### config.mk
export PLATFORM = sky130hd
export DESIGN_NAME = rst_seq_top
export DESIGN_NICKNAME = d
export VERILOG_FILES = /design/src/rtl/rst_seq_pkg.sv /design/src/rtl/rst_seq_fsm.sv /design/src/rtl/rst_seq_wdt.sv /design/src/rtl/rst_seq_stat.sv /design/src/rtl/rst_seq_top.sv
export SDC_FILE = /design/constraint.sdc
export NUM_CORES = 1
export LEC_CHECK = 0
export ABC_AREA = 1
export BUFFER_PORTS_ARGS = -buffer_cell sky130_fd_sc_hd__buf_2
export CAP_MARGIN = 0
export CORE_ASPECT_RATIO = 1.25
export CORE_MARGIN = 2
export CORE_UTILIZATION = 28
export DETAILED_ROUTE_END_ITERATION = 8
export PLACE_DENSITY = 0.48
export SYNTH_ARGS = -nofsm -noshare
export SYNTH_HDL_FRONTEND = slang
export SYNTH_SLANG_ARGS = --single-unit
### constraint.sdc
create_clock -name clk_i -period 1.33 [get_ports clk_i]
set_input_delay 0.266 -clock clk_i [delete_from_list [all_inputs] [get_ports clk_i]]
set_output_delay 0.266 -clock clk_i [all_outputs]
set_load 0.01 [all_outputs]
### src/rtl/rst_seq_pkg.sv
package rst_seq_pkg;
  typedef enum logic [1:0] {
    ST_STAB = 2'd0,
    ST_REL  = 2'd1,
    ST_RUN  = 2'd2
  } seq_st_e;
endpackage

### src/rtl/rst_seq_fsm.sv
module rst_seq_fsm
  import rst_seq_pkg::*;
#(
  parameter int STAB_CYC = 4096,
  parameter int PIN_OFS  = 32,
  parameter int CPU_OFS  = 64
) (
  input  logic clk_i,
  input  logic rst_ni,
  input  logic por_i,
  input  logic wdt_ovf_i,
  output logic clk_en_o,
  output logic pin_rel_o,
  output logic cpu_rel_o,
  output logic run_o
);
  localparam int MAXC = (STAB_CYC > CPU_OFS) ? STAB_CYC : CPU_OFS;
  localparam int CW   = $clog2(MAXC + 1);

  seq_st_e       st_q;
  logic [CW-1:0] cnt_q;

  always_ff @(posedge clk_i or negedge rst_ni) begin
    if (!rst_ni) begin
      st_q  <= ST_STAB;
      cnt_q <= '0;
    end else if (por_i) begin
      st_q  <= ST_STAB;
      cnt_q <= '0;
    end else begin
      unique case (st_q)
        ST_STAB: begin
          if (cnt_q == CW'(STAB_CYC - 1)) begin
            st_q  <= ST_REL;
            cnt_q <= '0;
          end else begin
            cnt_q <= cnt_q + 1'b1;
          end
        end
        ST_REL: begin
          if (cnt_q == CW'(CPU_OFS - 1)) begin
            st_q  <= ST_RUN;
            cnt_q <= '0;
          end else begin
            cnt_q <= cnt_q + 1'b1;
          end
        end
        ST_RUN: begin
          // internal reset skips stabilization
          if (wdt_ovf_i) begin
            st_q  <= ST_REL;
            cnt_q <= '0;
          end
        end
        default: begin
          st_q  <= ST_STAB;
          cnt_q <= '0;
        end
      endcase
    end
  end

  assign clk_en_o  = (st_q != ST_STAB);
  assign run_o     = (st_q == ST_RUN);
  assign cpu_rel_o = run_o;
  assign pin_rel_o = run_o || ((st_q == ST_REL) && (cnt_q >= CW'(PIN_OFS)));
endmodule

### src/rtl/rst_seq_wdt.sv
module rst_seq_wdt #(
  parameter int WDT_W = 16
) (
  input  logic clk_i,
  input  logic rst_ni,
  input  logic por_i,
  input  logic run_i,
  input  logic svc_i,
  output logic ovf_o
);
  logic [WDT_W-1:0] cnt_q;

  always_ff @(posedge clk_i or negedge rst_ni) begin
    if (!rst_ni)                          cnt_q <= '0;
    else if (por_i || !run_i || svc_i)    cnt_q <= '0;
    else                                  cnt_q <= cnt_q + 1'b1;
  end

  // service in the same cycle takes priority over overflow
  assign ovf_o = run_i && !svc_i && !por_i && (&cnt_q);
endmodule

### src/rtl/rst_seq_stat.sv
module rst_seq_stat #(
  parameter int          AW        = 16,
  parameter int          DW        = 8,
  parameter logic [15:0] STAT_ADDR = 16'hFE01
) (
  input  logic          clk_i,
  input  logic          rst_ni,
  input  logic          por_i,
  input  logic          wdt_ovf_i,
  input  logic [AW-1:0] rd_addr_i,
  output logic [DW-1:0] rdata_o,
  output logic          por_o,
  output logic          cop_o
);
  logic por_q, cop_q;

  always_ff @(posedge clk_i or negedge rst_ni) begin
    if (!rst_ni) begin
      por_q <= 1'b1;
      cop_q <= 1'b0;
    end else if (por_i) begin
      por_q <= 1'b1;
      cop_q <= 1'b0;
    end else if (wdt_ovf_i) begin
      por_q <= 1'b0;
      cop_q <= 1'b1;
    end
  end

  always_comb begin
    rdata_o = '0;
    if (rd_addr_i == AW'(STAT_ADDR)) begin
      rdata_o[0] = por_q;
      rdata_o[1] = cop_q;
    end
  end

  assign por_o = por_q;
  assign cop_o = cop_q;
endmodule

### src/rtl/rst_seq_top.sv
module rst_seq_top #(
  parameter int          STAB_CYC  = 4096,
  parameter int          PIN_OFS   = 32,
  parameter int          CPU_OFS   = 64,
  parameter int          WDT_W     = 16,
  parameter int          AW        = 16,
  parameter int          DW        = 8,
  parameter logic [15:0] SVC_ADDR  = 16'hFFFF,
  parameter logic [15:0] STAT_ADDR = 16'hFE01
) (
  input  logic          clk_i,
  input  logic          rst_ni,
  input  logic          por_i,
  input  logic [AW-1:0] bus_addr_i,
  input  logic [DW-1:0] bus_wdata_i,
  input  logic          bus_we_i,
  output logic [DW-1:0] bus_rdata_o,
  output logic          clk_en_o,
  output logic          rst_pin_no,
  output logic          cpu_rst_no,
  output logic          stat_por_o,
  output logic          stat_cop_o
);
  logic run, svc, wdt_ovf, pin_rel, cpu_rel;
  logic unused_wdata;

  assign unused_wdata = ^bus_wdata_i;  // any value services the watchdog
  assign svc = bus_we_i && (bus_addr_i == AW'(SVC_ADDR));

  rst_seq_fsm #(
    .STAB_CYC(STAB_CYC),
    .PIN_OFS (PIN_OFS),
    .CPU_OFS (CPU_OFS)
  ) u_fsm (
    .clk_i    (clk_i),
    .rst_ni   (rst_ni),
    .por_i    (por_i),
    .wdt_ovf_i(wdt_ovf),
    .clk_en_o (clk_en_o),
    .pin_rel_o(pin_rel),
    .cpu_rel_o(cpu_rel),
    .run_o    (run)
  );

  rst_seq_wdt #(.WDT_W(WDT_W)) u_wdt (
    .clk_i (clk_i),
    .rst_ni(rst_ni),
    .por_i (por_i),
    .run_i (run),
    .svc_i (svc),
    .ovf_o (wdt_ovf)
  );

  rst_seq_stat #(
    .AW(AW), .DW(DW), .STAT_ADDR(STAT_ADDR)
  ) u_stat (
    .clk_i    (clk_i),
    .rst_ni   (rst_ni),
    .por_i    (por_i),
    .wdt_ovf_i(wdt_ovf),
    .rd_addr_i(bus_addr_i),
    .rdata_o  (bus_rdata_o),
    .por_o    (stat_por_o),
    .cop_o    (stat_cop_o)
  );

  assign rst_pin_no = pin_rel;
  assign cpu_rst_no = cpu_rel;
endmodule

==> results of run 1 <==
## cells by family (layout without fill, tap and decap cells)
group           Yosys count  count (layout)
other cells               1               6
simple gates            175             176
buf+inv                  51             152
flops                    33              33
fa+ha+maj                 3               3
compound gates           30              30
xor+xnor                  6               6
## registers in the layout (all words and copies together), names as in the netlist
register and flops:
u_fsm.st_q 2, u_stat.cop_o 1, u_fsm.cnt_q 13, u_stat.por_o 1
u_wdt.cnt_q 16
## through the flow
| step | setup TNS, ns | cells |
|---|---|---|
| 6_report | -2.72 | 498 |
| 5_1_grt | -5.00 | 498 |
| 4_1_cts | -2.54 | 489 |
| 3_5_place_dp | -2.15 | 465 |
| 3_3_place_gp | -1.90 | 465 |
| 2_1_floorplan | -0.100 | 304 |
## worst max-delay path, cell delays in order, from the launching register on
cell	delay, ns
dfrtp_1	0.40
inv_1	0.12
nand2_1	0.08
buf_4	0.14
o21bai_1	0.13
buf_2	0.15
## report_power, final
group	total, mW	internal, mW	leakage (nW)	switching [mW]
clock network	0.809	0.423	0.0455	0.386
logic	1.26	0.556	1.23	0.706
registers	1.14	1.07	0.451	0.0693
## path summary, 6_finish.rpt
check / from / to / slack (ns)
hold reg to reg: u_wdt.cnt_q[13]$_DFF_PN0_ / u_wdt.cnt_q[13]$_DFF_PN0_ / 0.52
min in group asynchronous: rst_ni / u_fsm.cnt_q[3]$_DFFE_PN0P_ / 0.38
setup reg to reg: u_wdt.cnt_q[1]$_DFF_PN0_ / u_fsm.cnt_q[8]$_DFFE_PN0P_ / -0.21
max in group asynchronous: rst_ni / u_stat.por_o$_DFFE_PN1P_ / 0.44
hold / removal: por_i / u_stat.cop_o$_DFFE_PN0P_ / 0.30
setup / recovery: u_fsm.st_q[1]$_DFFE_PN0P_ / rst_pin_no / -0.24
## layout by cell type, fill, tap and decap left out, types with 3 or more instances in the layout
cell type   n
o21ai_1     3
o21ai_0     3
nor2_1     20
buf_6      21
nand3_4     3
o21ai_2     9
xor2_1      3
nand2_4     5
nand2_1    52
nand4_1    11
clkbuf_8    6
buf_4      59
buf_2      19
o2111ai_1   3
inv_1      27
a21oi_2     4
conb_1      6
nand3_1    19
nand3_2    14
dfrtp_1    30
nand2_2    20
nor2_2      9
nor2_4     12
inv_2      10
## what timing repair did
item / in CTS / in global routing
setup buffers: 14 / 10
setup endpoints to repair: 30 / 38
gates resized for setup: 72 / 62
pin swaps: 38 / 28
endpoints found under the hold margin: 9 / 0
hold buffers: 1 / 0
cloned: 1 / 0
## metal layers
layer  share of wire, %  wire length, um  GRT usage [%]  vias to the layer above
met5                  0                0              0                        -
met3                2.1              136           2.92                        2
li1                   -                -              -                     1175
met2                 57             3720           31.6                       26
met1                 40             2600           18.2                     1149
met4               0.54               35           4.41                        0
## layout make-up
class | count | area, sq um | share of cell area (%)
Timing Repair Buffer | 102 | 825 | 23.1
Sequential cell | 33 | 830 | 23.3
Multi-Input combinational cell | 221 | 1540 | 43.1
Clock buffer | 8 | 90.1 | 2.53
Tap cell | 92 | 115 | 3.23
Inverter | 42 | 169 | 4.74
==> tab_implementation.tex, run 1 <==
\begin{tabular}{lr}
\hline
Metric & Value \\
\hline
\multicolumn{2}{l}{\textbf{Clock tree}} \\
Number of buffers between clock root and the deepest sink & 2 \\
Count of clock tree sinks & 33 \\
Count of H-tree levels built during CTS & 2 \\
Clock slew at reported path FFs & around 0.07 ns \\
CTS buffer count & 5 \\
CTS Root Buffer Type & clkbuf\_8 \\
Clock tree from TritonCTS & yes \\
Later-pin clock latency in the skew report & around 0.29 ns \\
\multicolumn{2}{l}{\textbf{Yosys}} \\
Synthesized-area fraction occupied by and/or/nand/nor cells & between 30\% and 40\% \\
Synthesized flop and latch total & 33 \\
Multiplexer share of the synthesized area & 0\% \\
Number of flops mapped to enable cells by yosys & 0 \\
YS warnings & 0 \\
Synth Area in Adders & 1.73\% \\
Post-Synth XOR/XNOR Area & 2.43\% \\
Post-synthesis sequential area ratio & between 30\% and 40\% \\
Netlist cell types & 36 \\
Synthesized-area fraction occupied by ao, oa, aoi and oai cells & 8.44\% \\
Combinational family with the most area after synthesis & simple AND/OR/NAND/NOR gates \\
Ranking of synthesized cells by instance count & nand2\_1 (68), inv\_1 (36), nand3\_1 (36), dfrtp\_1 (32), nor2\_1 (31) \\
Most common cell in the synthesized netlist & nand2\_1 \\
Largest cells by area after synthesis & dfrtp\_1 (37\%), nand2\_1 (12\%), nand3\_1 (8.3\%) \\
Area share of the largest cell type after synthesis & a little under two fifths \\
Ys async rst share & between 90\% and 100\% \\
Instance count of the mapped netlist & around 300 \\
Cell area after technology mapping & $\sim$2200 sq um \\
Library cell occupying the most area in the post-synthesis netlist & dfrtp\_1 \\
Mean area per synthesized cell & between 7 and 8 sq um \\
Most frequently used flop master after synthesis & dfrtp\_1 \\
\multicolumn{2}{l}{\textbf{Global routing}} \\
All-layer global routing usage & 16.5\% \\
Antenna violations before repair & 0 \\
Largest net degree at the start of global routing & 25 \\
First-pass GRT wire length & about 11000 um \\
Vias in the first global route & about 2400 \\
Overflow after GRT & 0 \\
\multicolumn{2}{l}{\textbf{STA}} \\
Total of endpoints with negative setup slack in the final report & 24 \\
Worst hold slack & a little under 0.3 ns \\
Skew final & approximately 0.011 ns \\
Share of the clock period used by the worst path & 118\% \\
Max Clock Freq & around 0.64 GHz \\
RSZ-0062 raised after global routing & yes \\
Crit path time final & approximately 1.6 ns \\
Final worst setup slack & -0.239 ns \\
Endpoints failing hold & 0 \\
Max Transition Viols Final & 0 \\
\multicolumn{2}{l}{\textbf{Floorplanning}} \\
Die area & around 8500 sq um \\
Die width & about 83 um \\
IO Pins & 41 \\
Placement Rows & 35 \\
CORE AREA & 7440 sq um \\
Starting density of the core & 29.1\% \\
Height of the die & between 100 and 150 um \\
\multicolumn{2}{l}{\textbf{Critical path}} \\
CP Data Arrival Time & about 1.3 ns \\
Worst r2r path cells & 9 \\
Worst-path fanout max & 3 \\
Crit path capture type & output pin \\
Worst setup path class & register to output pin \\
Required time at the worst-slack endpoint & between 1 and 1.5 ns \\
Setup crit start kind & register \\
\multicolumn{2}{l}{\textbf{Status}} \\
Violations in the final reports & setup timing \\
Run status & finished, violations left \\
\multicolumn{2}{l}{\textbf{Routing}} \\
Total routed wirelength & between 6000 and 7000 um \\
DRC violation count after routing & 0 \\
Initial DRT Pass Iterations & 4 \\
Post-detailed-route via-to-cell ratio & about 4.7 \\
First DRT Iteration DRCs & between 70 and 80 \\
Average wire length per cell after detail routing & 13.0 um \\
Count of antenna-violating nets left after detailed routing & 0 \\
Number of vias in the routed layout & roughly 2400 \\
\multicolumn{2}{l}{\textbf{Power and ir drop}} \\
Total power draw & 3.21 mW \\
Cell area power density & between 800 and 900 nW/um\^{}2 \\
Worst voltage drop across the vdd grid & about 0.00065 V \\
Pleak & 1.73 nW \\
\multicolumn{2}{l}{\textbf{Placement}} \\
Global placer's final weighted congestion & roughly 0.8 \\
Final HPWL DP & about 4200 um \\
DP Area & 2800 sq um \\
Buffers added on ports & 26 \\
Minimum setup slack after placement & -0.137 ns \\
\multicolumn{2}{l}{\textbf{Layout}} \\
Layout fillers & 723 \\
Net count, final & $\sim$440 \\
Area Overhead vs Synth & 64.7\% \\
Final standard cell utilization of the core & 47.9\% \\
Antenna cells & 0 \\
Fraction of final layout cells with drive strength greater than 1 & a little over half \\
Final std cell area, no fill & around 3600 sq um \\
\multicolumn{2}{l}{\textbf{Flow run}} \\
Count of max-cap constraint violations & 0 \\
\multicolumn{2}{l}{\textbf{Worst hold path}} \\
Hold depth & 3 \\
Path type of the worst min-delay path & input pin to register \\
\hline
\end{tabular}
No activity file was read; power rests on OpenSTA's default activity.
==> inputs of run 2 (changes only) <==
ABC_AREA = default   (was 1)
GPL_TIMING_DRIVEN = 0   (was default)
==> run 2 against run 1 <==
Against the previous run: the run still ends with setup timing left; clock skew shrank 0.0038 ns; wire length shrank 25%; fmax shrank 15%; setup slack lost 0.27 ns; first-iteration DRC count shrank 22%; synthesized area shrank 13%; global-route usage shrank 2.4 points; clock-buffer cell count shrank 3; sequential cell count is the same; sequential share of layout area grew 7.6 points; critical path type is now register to register; critical endpoint is now u_fsm.cnt_q[11]$_DFFE_PN0P_.
==> tab_implementation.tex, run 2 <==
\begin{tabular}{lr}
\hline
Metric & Value \\
\hline
\multicolumn{2}{l}{\textbf{STA}} \\
Worst Max-Slew Pin Slew & approximately 0.78 ns \\
Crit path time final & 1.84 ns \\
Total of endpoints with negative setup slack in the final report & 37 \\
Final worst setup slack & -0.513 ns \\
Share of the clock period used by the worst path & 139\% \\
Endpoints failing hold & 0 \\
Max Clock Freq & between 0.5 and 0.6 GHz \\
Skew final & around 0.0073 ns \\
RSZ-0062 raised after global routing & yes \\
Max Transition Viols Final & 0 \\
Relative slew slack & 47.9\% \\
Post-Route Setup TNS & -8.29 ns \\
\multicolumn{2}{l}{\textbf{Floorplanning}} \\
Starting density of the core & between 20\% and 30\% \\
Placement Rows & 33 \\
Die width & approximately 77 um \\
IO Pins & $\sim$40 \\
Height of the die & 95.5 um \\
Die area & $\sim$7400 sq um \\
CORE AREA & between 6000 and 7000 sq um \\
\multicolumn{2}{l}{\textbf{Critical path}} \\
Worst-path fanout max & 8 \\
Setup crit start kind & register \\
CP Data Arrival Time & between 2 and 2.5 ns \\
Worst setup path class & register to register \\
Crit path capture type & register \\
Required time at the worst-slack endpoint & approximately 1.5 ns \\
\multicolumn{2}{l}{\textbf{Layout}} \\
Layout fillers & a little under 700 \\
Final std cell area, no fill & between 2000 and 3000 sq um \\
Fraction of final layout cells with drive strength greater than 1 & between 40\% and 50\% \\
Top flop regs & u\_wdt.cnt\_q (16), u\_fsm.cnt\_q (13), u\_fsm.st\_q (2) \\
Antenna cells & 0 \\
Max reg flops & 16 \\
Net count, final & 300 \\
Most used cells in the layout excluding fill and tap cells & buf\_4 (33), dfrtp\_1 (27), buf\_2 (24), nor2\_1 (23), nand3\_1 (12) \\
Area taken by flip-flops and latches & roughly 830 sq um \\
Reg with most FFs & u\_wdt.cnt\_q \\
Number of non-filler instances in the completed layout & about 360 \\
Area Overhead vs Synth & 44.0\% \\
Area of the multi-input gates & 1150 sq um \\
Most common cell after layout, fill and taps aside & buf\_4 \\
\multicolumn{2}{l}{\textbf{Yosys}} \\
Synthesized flop and latch total & 33 \\
Area share of the largest cell type after synthesis & around 43\% \\
Library cell occupying the most area in the post-synthesis netlist & dfrtp\_1 \\
Mean area per synthesized cell & around 9.4 sq um \\
Cell area after technology mapping & 1880 sq um \\
Number of flops mapped to enable cells by yosys & 0 \\
Most frequently used flop master after synthesis & dfrtp\_1 \\
Netlist cell types & a little over 40 \\
Ys async rst share & 100\% \\
Instance count of the mapped netlist & around 200 \\
Largest cells by area after synthesis & dfrtp\_1 (43\%), nor2\_1 (5.0\%), nand3\_1 (4.0\%) \\
YS warnings & 0 \\
Ranking of synthesized cells by instance count & dfrtp\_1 (32), nor2\_1 (25), nand3\_1 (15), nand2\_1 (9) \\
Post-synthesis sequential area ratio & roughly 44\% \\
Most common cell in the synthesized netlist & dfrtp\_1 \\
\multicolumn{2}{l}{\textbf{Status}} \\
Violations in the final reports & setup timing \\
Run status & finished, violations left \\
\multicolumn{2}{l}{\textbf{Routing}} \\
First DRT Iteration DRCs & 56 \\
Post-detailed-route via-to-cell ratio & approximately 4.9 \\
DRC violation count after routing & 0 \\
Uppermost routed layer & met4 \\
DR WL met3 & roughly 95 um \\
Total routed wirelength & 4880 um \\
Met2 wire length & approximately 2700 um \\
Wire length on met1 & 2010 um \\
Initial DRT Pass Iterations & 4 \\
Number of vias in the routed layout & 1740 \\
Average wire length per cell after detail routing & approximately 14 um \\
Count of antenna-violating nets left after detailed routing & 0 \\
\multicolumn{2}{l}{\textbf{Clock tree}} \\
Clock tree from TritonCTS & yes \\
Number of buffers between clock root and the deepest sink & 2 \\
Clock slew at reported path FFs & 0.07 ns \\
CTS hold repair buffers & 0 \\
Later-pin clock latency in the skew report & between 0.2 and 0.3 ns \\
Count of clock tree sinks & 33 \\
CTS Root Buffer Type & clkbuf\_8 \\
CTS buffer count & 5 \\
Count of H-tree levels built during CTS & 2 \\
\multicolumn{2}{l}{\textbf{Global routing}} \\
Vias in the first global route & about 1800 \\
All-layer global routing usage & 14.1\% \\
First-pass GRT wire length & roughly 8100 um \\
Antenna violations before repair & 0 \\
Largest net degree at the start of global routing & 34 \\
Overflow after GRT & 0 \\
\multicolumn{2}{l}{\textbf{Power and ir drop}} \\
Total power draw & 1.93 mW \\
Cell area power density & 714 nW/um\^{}2 \\
Worst voltage drop across the vdd grid & slightly below 0.0004 V \\
Pleak & 1.23 nW \\
\multicolumn{2}{l}{\textbf{Placement}} \\
DP Area & 2180 sq um \\
Global placer's final weighted congestion & about 0.68 \\
Final HPWL DP & roughly 3000 um \\
Placed instance count & approximately 320 \\
Buffers added on ports & 26 \\
\multicolumn{2}{l}{\textbf{Flow run}} \\
Count of max-cap constraint violations & 0 \\
\multicolumn{2}{l}{\textbf{Worst hold path}} \\
Path type of the worst min-delay path & input pin to asynchronous set/reset pin \\
\hline
\end{tabular}
==> run 2: through the flow <==
stage / hold WS (ns) / utilization, % / worst slack [ns]
6_report: 0.0498 / 41.4 / -0.513
5_1_grt: 0.104 / 41.4 / -0.551
4_1_cts: 0.0666 / 38.7 / -0.563
3_5_place_dp: 0.395 / 33.4 / -0.676
3_3_place_gp: 0.399 / 33.4 / -0.681
2_1_floorplan: -0.0296 / - / -0.494
==> run 2: area by class of cell <==
type                    instances  share of cell area, %
clock inverters                 3                  0.649
repair buffers                 58                   14.9
inverters                       8                   1.11
clock buffers                   5                   2.55
plain buffers                  11                   3.48
flip-flops and latches         33                   30.9
well taps                      87                   4.03
multi-input cells             152                   42.4
==> run 2: timing repair <==
| action | 4_1_cts | 5_1_grt |
|---|---|---|
| resized for setup | 21 | 30 |
| buffers inserted | 22 | 10 |
| pin swaps | 15 | 21 |
| gates cloned | 1 | 1 |
| endpoints found under the setup margin | 37 | 39 |
==> run 2: worst paths after layout <==
kind	start	endpoint	slack [ns]	cells past startpoint
setup / recovery	u_fsm.cnt_q[1]$_DFFE_PN0P_	u_fsm.cnt_q[11]$_DFFE_PN0P_	-0.51	6
min in group clk_i	bus_we_i	u_wdt.cnt_q[12]$_DFF_PN0_	0.53	5
max in group asynchronous	rst_ni	u_fsm.cnt_q[7]$_DFFE_PN0P_	0.73	1
hold reg to reg	u_stat.cop_o$_DFFE_PN0P_	u_stat.cop_o$_DFFE_PN0P_	0.55	2
hold / removal	rst_ni	u_wdt.cnt_q[12]$_DFF_PN0_	0.05	1
setup reg to reg	u_fsm.cnt_q[1]$_DFFE_PN0P_	u_fsm.cnt_q[11]$_DFFE_PN0P_	-0.51	6
==> run 2: power by group <==
| group | internal, mW | switching, mW |
|---|---|---|
| Clock | 0.361 | 0.404 |
| Sequential | 1.01 | 0.0111 |
| Combinational | 0.0659 | 0.0757 |
| Total | 1.44 | 0.491 |
==> run 2: critical path, cell delays in order, from the launching register on <==
cell and delay, ns:
dfrtp_1 0.41, ha_4 0.15, and4_4 0.23, nand4_4 0.10, o311a_4 0.38, buf_6 0.15, a221o_1 0.31
==> run 2: cells by family (layout without fill, tap and decap cells) <==
kind of cell | after synthesis | in the layout | synth area share, %
other | 1 | 6 | 0.200
AND/OR/NAND/NOR | 102 | 102 | 30.5
buffers and inverters | 19 | 85 | 5.47
adder cells (fa/ha/maj) | 3 | 3 | 2.00
multiplexers | 1 | 1 | 0.600
XOR/XNOR | 8 | 8 | 3.74
AO/OA/AOI/OAI | 32 | 32 | 13.4
flip-flops | 33 | 33 | 44.1
==> run 2: layer usage <==
layer	vias to the layer above	global-route usage, %
li1	858	-
met1	863	15.0
met5	-	0
met3	7	3.41
met4	0	6.10
met2	12	26.5
